<file path="config.mk">
export PLATFORM = sky130hd
export DESIGN_NAME = slot_arbiter
export DESIGN_NICKNAME = d
export VERILOG_FILES = /design/src/rtl/slot_arb_pkg.sv /design/src/rtl/slot_arb_table.sv /design/src/rtl/slot_arb_ptr.sv /design/src/rtl/slot_arb_pick.sv /design/src/rtl/slot_arb_fsm.sv /design/src/rtl/slot_arbiter.sv
export SDC_FILE = /design/constraint.sdc
export NUM_CORES = 1
export LEC_CHECK = 0
export CORE_ASPECT_RATIO = 1.75
export CORE_MARGIN = 2
export CORE_UTILIZATION = 50
export CTS_CLUSTER_SIZE = 25
export DETAILED_ROUTE_END_ITERATION = 8
export DONT_BUFFER_PORTS = 1
export PLACE_DENSITY = 0.68
export SLEW_MARGIN = 20
export SYNTH_ARGS = -nofsm -noshare
export SYNTH_HDL_FRONTEND = slang
export SYNTH_HIERARCHICAL = 1
export SYNTH_SLANG_ARGS = --single-unit
export TNS_END_PERCENT = 30
</file>
<file path="constraint.sdc">
create_clock -name clk -period 3 [get_ports clk]
set_clock_uncertainty 0.15 [all_clocks]
set_input_delay 0.6 -clock clk [delete_from_list [all_inputs] [get_ports clk]]
set_output_delay 0.6 -clock clk [all_outputs]
set_load 0.01 [all_outputs]
</file>
<file path="src/rtl/slot_arb_pkg.sv">
package slot_arb_pkg;
    typedef enum logic [1:0] {
        DEC_NONE     = 2'd0,
        DEC_OWNER    = 2'd1,
        DEC_FALLBACK = 2'd2
    } dec_kind_e;
endpackage

</file>
<file path="src/rtl/slot_arb_table.sv">
module slot_arb_table #(
    parameter int N_CLIENTS = 14,
    parameter int N_SLOTS   = 64,
    localparam int CW = $clog2(N_CLIENTS),
    localparam int SW = $clog2(N_SLOTS)
) (
    input  logic          clk,
    input  logic          rst_n,
    input  logic          wr_en,
    input  logic [SW-1:0] wr_slot,
    input  logic [CW-1:0] wr_client,
    input  logic [SW-1:0] rd_slot,
    output logic [CW-1:0] rd_client
);
    localparam logic [CW-1:0] LAST_CLIENT = CW'(N_CLIENTS - 1);

    logic [N_SLOTS-1:0][CW-1:0] ent;
    logic                       wr_ok;

    // out-of-range client numbers never reach the table
    assign wr_ok = wr_en && (wr_client <= LAST_CLIENT);

    for (genvar s = 0; s < N_SLOTS; s++) begin : g_slot
        always_ff @(posedge clk or negedge rst_n) begin
            if (!rst_n) begin
                ent[s] <= CW'(s % N_CLIENTS);
            end else if (wr_ok && (wr_slot == SW'(s))) begin
                ent[s] <= wr_client;
            end
        end
    end

    assign rd_client = ent[rd_slot];

    a_r8_bad_write_ignored: assert property (@(posedge clk) disable iff (!rst_n)
        (wr_en && (wr_client > LAST_CLIENT)) |=> $stable(ent));

    a_r8_owner_in_range: assert property (@(posedge clk) disable iff (!rst_n)
        rd_client <= LAST_CLIENT);

    a_r7_write_lands: assert property (@(posedge clk) disable iff (!rst_n)
        wr_ok |=> (ent[$past(wr_slot)] == $past(wr_client)));
endmodule

</file>
<file path="src/rtl/slot_arb_ptr.sv">
module slot_arb_ptr #(
    parameter int N_SLOTS = 64,
    localparam int SW = $clog2(N_SLOTS)
) (
    input  logic          clk,
    input  logic          rst_n,
    output logic [SW-1:0] ptr
);
    localparam logic [SW-1:0] LAST_SLOT = SW'(N_SLOTS - 1);

    always_ff @(posedge clk or negedge rst_n) begin
        if (!rst_n) begin
            ptr <= '0;
        end else if (ptr == LAST_SLOT) begin
            ptr <= '0;
        end else begin
            ptr <= ptr + 1'b1;
        end
    end

    a_r2_ptr_steps: assert property (@(posedge clk) disable iff (!rst_n)
        (ptr != LAST_SLOT) |=> (ptr == $past(ptr) + 1'b1));

    a_r2_ptr_wraps: assert property (@(posedge clk) disable iff (!rst_n)
        (ptr == LAST_SLOT) |=> (ptr == '0));
endmodule

</file>
<file path="src/rtl/slot_arb_pick.sv">
module slot_arb_pick #(
    parameter int N_CLIENTS = 14,
    localparam int CW = $clog2(N_CLIENTS)
) (
    input  logic [N_CLIENTS-1:0] req,
    output logic                 any,
    output logic [CW-1:0]        idx
);
    always_comb begin
        any = 1'b0;
        idx = '0;
        for (int i = N_CLIENTS - 1; i >= 0; i--) begin
            if (req[i]) begin
                any = 1'b1;
                idx = CW'(i);
            end
        end
    end

    always_comb begin
        if (any) begin
            a_r4_pick_is_requester: assert (req[idx]);
        end
    end
endmodule

</file>
<file path="src/rtl/slot_arb_fsm.sv">
module slot_arb_fsm
    import slot_arb_pkg::*;
#(
    parameter int N_CLIENTS = 14,
    localparam int CW = $clog2(N_CLIENTS)
) (
    input  logic                 clk,
    input  logic                 rst_n,
    input  logic [N_CLIENTS-1:0] req,
    input  logic [CW-1:0]        owner,
    input  logic                 pick_any,
    input  logic [CW-1:0]        pick_idx,
    output logic [N_CLIENTS-1:0] grant
);
    dec_kind_e     dec_q, dec_d;
    logic [CW-1:0] win_q, win_d;

    // next decision
    always_comb begin
        if (req[owner]) begin
            dec_d = DEC_OWNER;
            win_d = owner;
        end else if (pick_any) begin
            dec_d = DEC_FALLBACK;
            win_d = pick_idx;
        end else begin
            dec_d = DEC_NONE;
            win_d = '0;
        end
    end

    // state register
    always_ff @(posedge clk or negedge rst_n) begin
        if (!rst_n) begin
            dec_q <= DEC_NONE;
            win_q <= '0;
        end else begin
            dec_q <= dec_d;
            win_q <= win_d;
        end
    end

    // outputs
    always_comb begin
        unique case (dec_q)
            DEC_OWNER, DEC_FALLBACK: grant = N_CLIENTS'(1) << win_q;
            default:                 grant = '0;
        endcase
    end

    a_r6_onehot: assert property (@(posedge clk) disable iff (!rst_n)
        $onehot0(grant));

    a_r6_granted_requested: assert property (@(posedge clk) disable iff (!rst_n)
        (grant & ~$past(req)) == '0);

    a_r3_owner_wins: assert property (@(posedge clk) disable iff (!rst_n)
        req[owner] |=> (grant == (N_CLIENTS'(1) << $past(owner))));

    a_r4_lowest_fallback: assert property (@(posedge clk) disable iff (!rst_n)
        (!req[owner] && (req != '0)) |=>
            ((grant != '0) && (($past(req) & (grant - 1'b1)) == '0)));

    a_r5_idle_no_grant: assert property (@(posedge clk) disable iff (!rst_n)
        (req == '0) |=> (grant == '0));
endmodule

</file>
<file path="src/rtl/slot_arbiter.sv">
module slot_arbiter #(
    parameter int N_CLIENTS = 14,
    parameter int N_SLOTS   = 64,
    localparam int CW = $clog2(N_CLIENTS),
    localparam int SW = $clog2(N_SLOTS)
) (
    input  logic                 clk,
    input  logic                 rst_n,
    input  logic [N_CLIENTS-1:0] req,
    input  logic                 tbl_wr_en,
    input  logic [SW-1:0]        tbl_wr_slot,
    input  logic [CW-1:0]        tbl_wr_client,
    output logic [N_CLIENTS-1:0] grant
);
    logic [SW-1:0] ptr;
    logic [CW-1:0] owner;
    logic          pick_any;
    logic [CW-1:0] pick_idx;

    slot_arb_ptr #(.N_SLOTS(N_SLOTS)) u_ptr (
        .clk (clk),
        .rst_n (rst_n),
        .ptr (ptr)
    );

    slot_arb_table #(.N_CLIENTS(N_CLIENTS), .N_SLOTS(N_SLOTS)) u_tbl (
        .clk       (clk),
        .rst_n     (rst_n),
        .wr_en     (tbl_wr_en),
        .wr_slot   (tbl_wr_slot),
        .wr_client (tbl_wr_client),
        .rd_slot   (ptr),
        .rd_client (owner)
    );

    slot_arb_pick #(.N_CLIENTS(N_CLIENTS)) u_pick (
        .req (req),
        .any (pick_any),
        .idx (pick_idx)
    );

    slot_arb_fsm #(.N_CLIENTS(N_CLIENTS)) u_fsm (
        .clk      (clk),
        .rst_n    (rst_n),
        .req      (req),
        .owner    (owner),
        .pick_any (pick_any),
        .pick_idx (pick_idx),
        .grant    (grant)
    );
endmodule

</file>
; ---- Yosys cells after proc, flatten, opt, wreduce, memory -nomap -nowiden
; Index checks and enable logic that the tools add are counted.
[word_totals]
ff_bits = 268
inputBits = 27
output_inout_bits = 14
wordCells = 243
[op_classes]
addsub = 1
order_cmp = 3
eq_ne = 66
n_shift = 1
n_mux = 38
n_reduce_logical = 67
[op_table]
columns = cell, n
row1 = equality test 6 bit (second input constant), 33
row2 = equality test 6 x 5 -> 1 bit (second input constant), 16
row3 = 2-to-1 mux 4 bit, 17
row4 = logical AND 1 bit, 65
row5 = equality test 6 x 4 -> 1 bit (second input constant), 8
row6 = binary-select mux 4 bit (select 6 bit), 1
row7 = equality test 6 x 3 -> 1 bit (second input constant), 4
row8 = 2-to-1 mux 1 bit, 15
row9 = 2-to-1 mux 14 bit, 1
row10 = << shifter 1 x 4 -> 14 bit (first input constant), 1
row11 = equality test 6 x 2 -> 1 bit (second input constant), 2
row12 = less-than comparator 6 x 7 -> 1 bit (second input constant), 1
row13 = adder 6 x 1 -> 6 bit (second input constant), 1
row14 = equality test 6 x 1 -> 1 bit (second input constant), 1
row15 = zero test 6 bit, 1
row16 = 2-to-1 mux 6 bit, 1
row17 = less-than comparator 4 x 5 -> 1 bit (second input constant), 1
row18 = binary-select mux 1 bit (select 4 bit), 1
row19 = less-or-equal comparator 4 bit (second input constant), 1
row20 = 2-to-1 mux 2 bit, 2
row21 = equality test 2 x 1 -> 1 bit (second input constant), 1
row22 = equality test 2 bit (second input constant), 1
row23 = OR reduction 2 bit, 1

; ---- Depth between registers and ports, before layout
; Gate-level depths: netlist of run 1.
[logic_depth]
word_depth = 16
ltp_mapped = 13
mapped_depth_nobuf = 9

; ---- Hierarchy
; The synthesis of run 1 kept the hierarchy.
[by_module_without_submodules]
columns = mod, n_inst, cells_per_inst, area_per_inst_um2, seq_area_each_um2
row1 = slot_arb_table, 1, 807, 12151.7, 6546.3
row2 = slot_arb_fsm, 1, 60, 541.8, 150.1
row3 = slot_arb_ptr, 1, 21, 251.5, 150.1
row4 = slot_arb_pick, 1, 26, 168.9, 0.0

; ---- Worst setup path after synthesis of run 1
; OpenSTA, ideal clock, no wires.
[synth_timing]
path_kind = register -> register
from = register u_ptr.ptr[0]
to = register u_fsm.win_q[2]
setup_ns = 0.124
t_arrival_ns = 2.887
required_ns = 2.726
setup_slack_ns = -0.160
path_stages_with_launch = 12
n_path_buf = 4
period_less_slack_ns = 3.160
cell_sequence = dfrtp_1 buf_2 buf_2 buf_2 mux4_2 o221ai_1 o21ai_0 buf_6 mux4_2 a22oi_4 nand3_4 mux2i_1
[synth_between]
elab_chain_len = 5
[synth_lines]
columns = item, line_no
row1 = start: declaration, slot_arb_ptr.sv:7  ; output logic [SW-1:0] ptr
row2 = start signal: assignment, slot_arb_ptr.sv:17  ; ptr <= ptr + 1'b1;
row3 = binary-select mux 4 bit (select 6 bit), slot_arb_table.sv:33  ; assign rd_client = ent[rd_slot];
row4 = 2-to-1 mux 4 bit (implied by the code), slot_arb_table.sv:33
row5 = via owner[0], slot_arbiter.sv:16  ; logic [CW-1:0] owner;
row6 = binary-select mux 1 bit (select 4 bit), slot_arb_fsm.sv:20  ; if (req[owner]) begin
row7 = 2-to-1 mux 1 bit (implied by the code), slot_arb_fsm.sv:20
row8 = 2-to-1 mux 4 bit, slot_arb_fsm.sv:20
row9 = via u_fsm.win_d[2], slot_arb_fsm.sv:16  ; logic [CW-1:0] win_q, win_d;
row10 = end signal: assignment, slot_arb_fsm.sv:39  ; win_q <= win_d;
row11 = end: declaration, slot_arb_fsm.sv:16
; The timed path passes the listed nets, and every way through them passes these cells. The select of a mux whose other input is x is not followed.
; A chain may end at the register's enable or synchronous reset.

; ---- Worst setup path after layout of run 1
[layout_timing]
from = register u_ptr.ptr[0]
to = register u_fsm.win_q[0]
[layout_between]
elab_chain_len = 5
[layout_lines]
columns = item, line_no
row1 = binary-select mux 4 bit (select 6 bit) *, slot_arb_table.sv:33
row2 = 2-to-1 mux 4 bit (implied by the code) *, slot_arb_table.sv:33
row3 = via owner[0], slot_arbiter.sv:16
row4 = binary-select mux 1 bit (select 4 bit), slot_arb_fsm.sv:20
row5 = 2-to-1 mux 1 bit (implied by the code), slot_arb_fsm.sv:20
row6 = 2-to-1 mux 4 bit *, slot_arb_fsm.sv:20
row7 = via u_fsm.win_d[0], slot_arb_fsm.sv:16
; The timed path passes the listed nets; every way through them passes the cells marked *. The select of a mux whose other input is x is not followed.

==> impl_metrics.toml, run 1 <==
[worst_setup_path]
worstPathArrival_ps = 3420
critPathBufInv = 2
r2r_cells = 11
cp.required_ps = 3260
slowest_stage = "mux4_2"
cp.depth = 11
path_delay_family = "multiplexers"
path_max_fanout = 8
start_kind = "flop"
endpoint_kind = "flop"
path_cells = "buf_12, buf_12, mux4_2, o22ai_2, nor2_2, o21ai_2, o21ai_4, mux4_2, a22oi_4, nand3_4, mux2i_1"
worstSetupPathType = "flop to flop"
cpPeakStageDelay_ps = 520

[grt]
grt_max_degree = 269
grt_overflow = 0
grt_pass1_wl_um = 48000
antenna_found_initial = 0
track_usage = 0.227
grt_pass1_vias = 8417

[yosys]
syn-cell-area_um2 = 13100
ys_ff_latch = 268
synth_flop_cell = "dfrtp_1"
syn_nets = 942
synth_cell_type_count = 62
synth-edff-count = 0
async_reset_ff_frac = 1.00
synth_area_leaders = "dfrtp_1, dfstp_2, mux2_2, mux4_2, nor2_1"
synth_top_area_share = 0.298
synth.avg_cell_area_um2 = 14.3
syn-instance-count = 914
yosysWarnings = 6
yosysTopAreaCell = "dfrtp_1"
synth-seq-area-share = 0.522

[timing]
period_share = 1.05
whs_ps = -379
rsz0062_at_grt = "true"
setup_slack_ps = -155
max-slew-margin-rel = 0.540
final-setup-viol-count = 6
worstMarginPinSlew_ps = 689
final_hold_viol_count = 205
maxSlewViolCount = 0
period_needed_ps = 3150
fmax_mhz = 317

[power_and_ir_drop]
power.switching_w = 0.00194
p_int_w = 0.00655
pwr_density_cell_nw_per_um2 = 577
p_comb_frac = 0.114
peakVddDrop_mv = 0.447
switching_share = 0.228
p_clk_frac = 0.362
seq_power_share = 0.524
leakagePower_nw = 6.18

[route]
wl_per_cell_um = 24.1
drt_pass1_iterations = 5
num_vias = 7782
viasPerCell = 6.14
routed_wl_um = 30600
drc = 0
dr.first_iter.drc_count = 502
ant_nets = 0

[clock_tree]
cts_tree = "built"
cts_made_buffers = 25
clockBufferDepth = 3
cts_sinks = 268
cts.htree.levels = 1
clk_pin_slew_ps = 60
ctsRootBufferMaster = "clkbuf_16"
clock_latency_ps = 530

[run]
cap_violations = 0

[finish]
diodes = 0
final_cell_mix = "mux2_2, dfrtp_1, dfstp_2"
final_common_cell = "mux2_2"
utilization = 0.569
area_delta_synth_final_pct = 12.2
fillers = 2023
drive_gt1_frac = 0.617
nets = 958

[floorplan]
rows = 78
die_y_um = 218
fp.dieW_um = 126
pin_count = 41
start_util = 0.507
fp.dieArea_um2 = 27600
fp.coreArea_um2 = 25900

[placed_design]
hpwl_um = 20600
dp_slack_ps = -301
gp_congestion = 0.873
io_buffer_count = 0

[run_status]
status = "finished with violations"
violations = "hold timing, setup timing"

[worst_hold_path]
hp-class = "input pin to asynchronous set/reset pin"
## synthesized netlist by cell type, drive strengths merged, types with 3 or more instances
cell type / count
nand3: 13
nor3b: 4
nor3: 18
nor2b: 8
nand2b: 11
mux2i: 10
nor4: 7
buf: 20
inv: 5
clkbuf: 44
or2: 3
mux2: 262
o22ai: 13
or3: 3
mux4: 67
o31ai: 3
nor2: 71
nand2: 39
o221ai: 5
dfrtp: 156
o21ai: 10
dfstp: 112
## metal layers
metal / global-route usage / part of all wire
met5: 0 / 0
met4: 0.106 / 0.046
met3: 0.0286 / 0.040
met2: 0.412 / 0.53
met1: 0.264 / 0.38
## worst paths after layout
check	start	to	slack, ps
min reg2reg	u_tbl/ent[89]	u_tbl/ent[89]	350
max in group asynchronous	rst_n	u_tbl/ent[178]	2490
max	u_ptr/ptr[0]	u_fsm/win_q[0]	-150
min	rst_n	u_tbl/ent[70]	-380
max reg2reg	u_ptr/ptr[0]	u_fsm/win_q[0]	-150
min in group clk	tbl_wr_client[1]	u_tbl/ent[161]	70
## power groups by stage
stage               Sequential, W  Combinational (W)  Clock (W)
floorplan                 0.00439           0.000834          0
global placement          0.00449           0.000905          0
detailed placement        0.00451           0.000935          0
CTS                       0.00445           0.000966    0.00315
global route              0.00450            0.00103    0.00330
finish                    0.00445           0.000969    0.00307
## cell families after synthesis
family | synth area share
multiplexers | 0.349
flip-flops | 0.522
AND/OR/NAND/NOR | 0.0770
buffers and inverters | 0.0242
AO/OA/AOI/OAI | 0.0246
XOR/XNOR | 0.00200
adder cells (fa/ha/maj) | 0.000954
## registers in the layout, indices dropped and copies added, names as in the netlist
name and count:
u_fsm/dec_q 2, u_fsm/win_q 4, u_ptr/ptr 6, u_tbl/ent 256
## layout make-up
| cell class | instances | area (um^2) | share of cell area |
|---|---|---|---|
| sequential | 268 | 6850 | 0.466 |
| multi-input combinational | 577 | 6100 | 0.415 |
| clock buffer | 39 | 758 | 0.0515 |
| timing repair buffer | 53 | 542 | 0.0368 |
| tap | 320 | 400 | 0.0272 |
| clock inverter | 6 | 32.5 | 0.00221 |
| inverter | 5 | 18.8 | 0.00128 |
## per-stage QoR
stage | std cells | total power, W | instance area (um^2) | TNS, ps
after floorplan | 914 | 0.00523 | 13200 | -54.5
after global placement | 1214 | 0.00540 | 13700 | -1190
after detailed placement | 1214 | 0.00544 | 13700 | -1570
after CTS | 1268 | 0.00857 | 14700 | -459
after global routing | 1268 | 0.00884 | 14700 | -1190
final | 1268 | 0.00849 | 14700 | -692
## repair_timing
action / in CTS / in global routing
setup endpoints to repair: 6 / 6
gates resized for setup: 28 / 14
hold endpoints to repair: 268 / 268
buffers inserted: 8 / 2
cloned: 1 / 0
pin swaps: 6 / 10
Power figures use the tool's default switching activity.
==> run 2, diff against run 1 <==
--- a/config.mk
+++ b/config.mk
@@ -11,7 +11,8 @@
 export CTS_CLUSTER_SIZE = 25
 export DETAILED_ROUTE_END_ITERATION = 8
 export DONT_BUFFER_PORTS = 1
-export PLACE_DENSITY = 0.68
+export PLACE_DENSITY_LB_ADDON = 0.15
+export SKIP_CTS_REPAIR_TIMING = 1
 export SLEW_MARGIN = 20
 export SYNTH_ARGS = -nofsm -noshare
 export SYNTH_HDL_FRONTEND = slang
==> run 2 against run 1 <==
Net effect: first-iteration DRC count fell by 23%; critical path depth did not move; largest power group unchanged; the flow still finishes with violations (hold timing, setup timing); combinational power grew 2%; die area stayed put; count of clock-buffer cells in the layout is 4 lower; clock power up 20%.
==> impl_metrics.toml, run 2 (synthesis results as in run 1) <==
[run_status]
status = "finished with violations"
violations = "hold timing, setup timing"

[placed_design]
hpwl_um = 22000
io_buffer_count = 0
dp.cells = 1217
dp_slack_ps = -417
gp_congestion = 0.872

[timing]
final-setup-viol-count = 6
period_needed_ps = 3200
final_hold_viol_count = 219
fmax_mhz = 312
maxSlewViolCount = 0
max-slew-margin-rel = 0.558
setup_slack_ps = -204
period_share = 1.07
worstMarginPinSlew_ps = 661
rsz0062_at_grt = "true"
whs_ps = -396

[grt]
grt_max_degree = 269
grt_pass1_wl_um = 50500
grt_overflow = 0
grt_pass1_vias = 8752
track_usage = 0.236
antenna_found_initial = 0

[finish]
diodes = 0
stdcell_count = 1290
reg_top3 = "u_tbl/ent x256, u_ptr/ptr x6, u_fsm/win_q x4"
largest_reg_flops = 256
nets = 979
utilization = 0.584
drive_gt1_frac = 0.633
regMostFlops = "u_tbl/ent"
final_cell_mix = "mux2_2, dfrtp_1, dfstp_2"
area_delta_synth_final_pct = 15.3
final_common_cell = "mux2_2"

[floorplan]
die_y_um = 218
fp.dieW_um = 126
rows = 78
fp.dieArea_um2 = 27600
start_util = 0.507
fp.coreArea_um2 = 25900
pin_count = 41

[power_and_ir_drop]
peakVddDrop_mv = 0.480
power.switching_w = 0.00205
finalPower_w = 0.00914
p_comb_frac = 0.108
seq_power_share = 0.488
leakagePower_nw = 6.40
switching_share = 0.224
p_clk_frac = 0.404
pwr_density_cell_nw_per_um2 = 604
p_int_w = 0.00709

[route]
ant_nets = 0
routed_wl_um = 32500
drt_pass1_iterations = 5
wl_per_cell_um = 25.2
viasPerCell = 6.17
dr.first_iter.drc_count = 388
drc = 0
num_vias = 7953

[clock_tree]
cts_sinks = 268
ctsRootBufferMaster = "clkbuf_16"
clock_latency_ps = 540
cts.htree.levels = 1
clk_pin_slew_ps = 60
clockBufferDepth = 3
cts_tree = "built"
cts_made_buffers = 26

[worst_setup_path]
path_max_fanout = 8
path_cells = "buf_12, buf_8, buf_4, mux4_2, o221ai_1, o32ai_4, a22o_4, and2b_2, a22oi_4, buf_6, a31o_2"
cpPeakStageDelay_ps = 520
reg2reg_slack_ps = -200
worstPathArrival_ps = 3490
start_kind = "flop"
worstSetupPathType = "flop to flop"
endpoint_kind = "flop"
cp.required_ps = 3280
slowest_stage = "dfrtp_4"

[worst_hold_path]
hp-class = "input pin to asynchronous set/reset pin"

[run]
cap_violations = 0
-- run 2: cell types whose count changed in the layout (fill, tap and decap cells not counted), moves of 2 or more --
cell / delta
buf_4: +19
bufinv_16: +6
o22ai_1: -5
o22ai_2: +5
clkbuf_16: +4
clkbuf_8: -4
buf_6: -2
clkbuf_1: -2
clkinv_2: -2
-- run 2: power by group through the flow --
stage	clock network [W]	logic (W)	registers (W)
after floorplan	0	0.000834	0.00439
after global placement	0	0.000899	0.00449
after detailed placement	0	0.000942	0.00451
after CTS	0.00377	0.000947	0.00445
after global routing	0.00391	0.00105	0.00451
final	0.00369	0.000984	0.00446
-- run 2: layer usage --
| layer | wire [um] | up-vias | global-route usage |
|---|---|---|---|
| li1 | - | 3439 | - |
| met1 | 12000 | 4209 | 0.270 |
| met2 | 17900 | 228 | 0.437 |
| met3 | 1520 | 77 | 0.0411 |
| met4 | 1160 | 0 | 0.0908 |
| met5 | 0 | - | 0 |
-- run 2: metrics by stage --
step	setup TNS [ps]	instance area [um^2]
2_1_floorplan	-54.5	13200
3_3_place_gp	-1760	13700
3_5_place_dp	-1990	13700
4_1_cts	-2050	14600
5_1_grt	-1310	15100
6_report	-916	15100
-- run 2: final timing paths --
kind                                  start             end  depth (start not counted)
max                            u_ptr/ptr[0]  u_fsm/win_q[3]                         11
min                                   rst_n  u_tbl/ent[135]                          0
max reg2reg                    u_ptr/ptr[0]  u_fsm/win_q[3]                         11
min reg2reg                  u_tbl/ent[178]  u_tbl/ent[178]                          1
max in group asynchronous             rst_n   u_tbl/ent[55]                          0
min in group clk           tbl_wr_client[2]  u_tbl/ent[250]                          1
-- run 2: critical path: cells and delay by family (launching register included) --
kind	cells	cell delay, ps
AO/OA/AOI/OAI	5	1140
buffers and inverters	4	560
flip-flops	1	520
multiplexers	1	470
AND/OR/NAND/NOR	1	250
-- run 2: layout make-up --
type                       count  area [um^2]
fill                        1980        10700
sequential                   268         6850
multi-input combinational    577         6150
clock buffer                  35          746
timing repair buffer          73          727
tap                          320          400
clock inverter                12          223
inverter                       5         18.8
==> run 3, diff against run 2 <==
==> constraint.sdc (replaced) <==
create_clock -name clk -period 2.92 [get_ports clk]
set_clock_uncertainty 0.15 [all_clocks]
set_input_delay 0.584 -clock clk [delete_from_list [all_inputs] [get_ports clk]]
set_output_delay 0.584 -clock clk [all_outputs]
set_load 0.01 [all_outputs]
==> run 3 against run 2 <==
Net effect: the flow still finishes with violations (hold timing, setup timing); sequential power rose by 2%; utilization fell by 1.2 points; largest cell class unchanged; final area fell by 2.1%.
==> impl_metrics.toml, run 3 (synthesis results as in run 1) <==
[floorplan]
pin_count = 41
fp.coreArea_um2 = 25900
die_y_um = 218
fp.dieW_um = 126
start_util = 0.507
rows = 78
fp.dieArea_um2 = 27600

[timing]
final_hold_viol_count = 216
maxSlewViolCount = 0
fmax_mhz = 314
final-setup-viol-count = 6
setup_slack_ps = -263
finalSetupTns_ps = -1100
period_needed_ps = 3180
whs_ps = -408
period_share = 1.09
worstMarginPinSlew_ps = 635
max-slew-margin-rel = 0.577
rsz0062_at_grt = "true"

[worst_hold_path]
hp-class = "input pin to asynchronous set/reset pin"

[finish]
area_delta_synth_final_pct = 12.8
regMostFlops = "u_tbl/ent"
fillers = 2050
nets = 959
multiInputGateArea_um2 = 6020
diodes = 0
reg_top3 = "u_tbl/ent x256, u_ptr/ptr x6, u_fsm/win_q x4"
utilization = 0.572
seq_area_um2 = 6850
drive_gt1_frac = 0.615
final_common_cell = "mux2_2"
final_cell_mix = "mux2_2, dfrtp_1, dfstp_2"
largest_reg_flops = 256

[worst_setup_path]
worstSetupPathType = "flop to flop"
worstPathArrival_ps = 3490
start_kind = "flop"
path_max_fanout = 18
cp.required_ps = 3220
worstSetupStartpoint = "u_ptr/ptr[1]"
r2r_cells = 11
endpoint_kind = "flop"
regToRegStartpoint = "u_ptr/ptr[1]"

[route]
dr.first_iter.drc_count = 473
drt_pass1_iterations = 4
drc = 0
viasPerCell = 6.15
num_vias = 7816
ant_nets = 0
wl_per_cell_um = 25.0
routed_wl_um = 31800

[clock_tree]
clock_latency_ps = 550
clk_pin_slew_ps = 70
cts_tree = "built"
cts.htree.levels = 1
ctsRootBufferMaster = "clkbuf_16"
clockBufferDepth = 3
cts_sinks = 268
cts_made_buffers = 26

[power_and_ir_drop]
finalPower_w = 0.00929
leakagePower_nw = 6.25
peakVddDrop_mv = 0.461
pwr_density_cell_nw_per_um2 = 628

[grt]
grt_pass1_wl_um = 50100
grt_overflow = 0
track_usage = 0.235
antenna_found_initial = 0
grt_max_degree = 269
grt_pass1_vias = 8472

[placed_design]
hpwl_um = 21800
io_buffer_count = 0
gp_congestion = 0.876

[run_status]
violations = "hold timing, setup timing"
status = "finished with violations"

[run]
cap_violations = 0
run 3: final cells by class:
| cell class | count | share of cell area |
|---|---|---|
| multi-input combinational | 577 | 0.407 |
| inverter | 5 | 0.00127 |
| clock inverter | 12 | 0.0133 |
| clock buffer | 35 | 0.0524 |
| sequential | 268 | 0.463 |
| tap | 320 | 0.0271 |
| timing repair buffer | 53 | 0.0357 |
run 3: critical path, cell delays in order (launching register included):
cell,delay (ps)
dfrtp_2,430
buf_4,170
buf_12,180
buf_12,140
mux4_2,480
mux2_2,310
o21ai_0,220
o31ai_2,120
mux4_2,350
a22oi_4,240
nand3_4,110
mux2i_1,170
run 3: power breakdown:
| part | leakage (nW) | internal, W | total [W] | switching [W] |
|---|---|---|---|---|
| clock | 0.471 | 0.00230 | 0.00375 | 0.00145 |
| sequential | 3.23 | 0.00432 | 0.00457 | 0.000252 |
| combinational | 2.54 | 0.000618 | 0.000965 | 0.000347 |
| total | 6.25 | 0.00724 | 0.00929 | 0.00205 |
run 3: final timing paths:
path	endpoint	slack [ps]
max	u_fsm/win_q[0]	-260
min	u_tbl/ent[129]	-410
max reg2reg	u_fsm/win_q[0]	-260
min reg2reg	u_tbl/ent[154]	350
max in group asynchronous	u_tbl/ent[85]	2560
min in group clk	u_tbl/ent[230]	40
run 3: metal layers:
metal,share of wire,global-route usage
met5,0,0
met4,0.038,0.0894
met2,0.54,0.430
met3,0.040,0.0311
met1,0.38,0.280
run 3: stage by stage:
| stage | cell area, um^2 | instances | setup WS (ps) | hold slack [ps] |
|---|---|---|---|---|
| detailed placement | 13700 | 1218 | -411 | 152 |
| global route | 14800 | 1270 | -421 | -425 |
| finish | 14800 | 1270 | -263 | -408 |
| floorplan | 13200 | 914 | -108 | 138 |
| CTS | 14700 | 1265 | -445 | -427 |
| global placement | 13700 | 1218 | -323 | 153 |
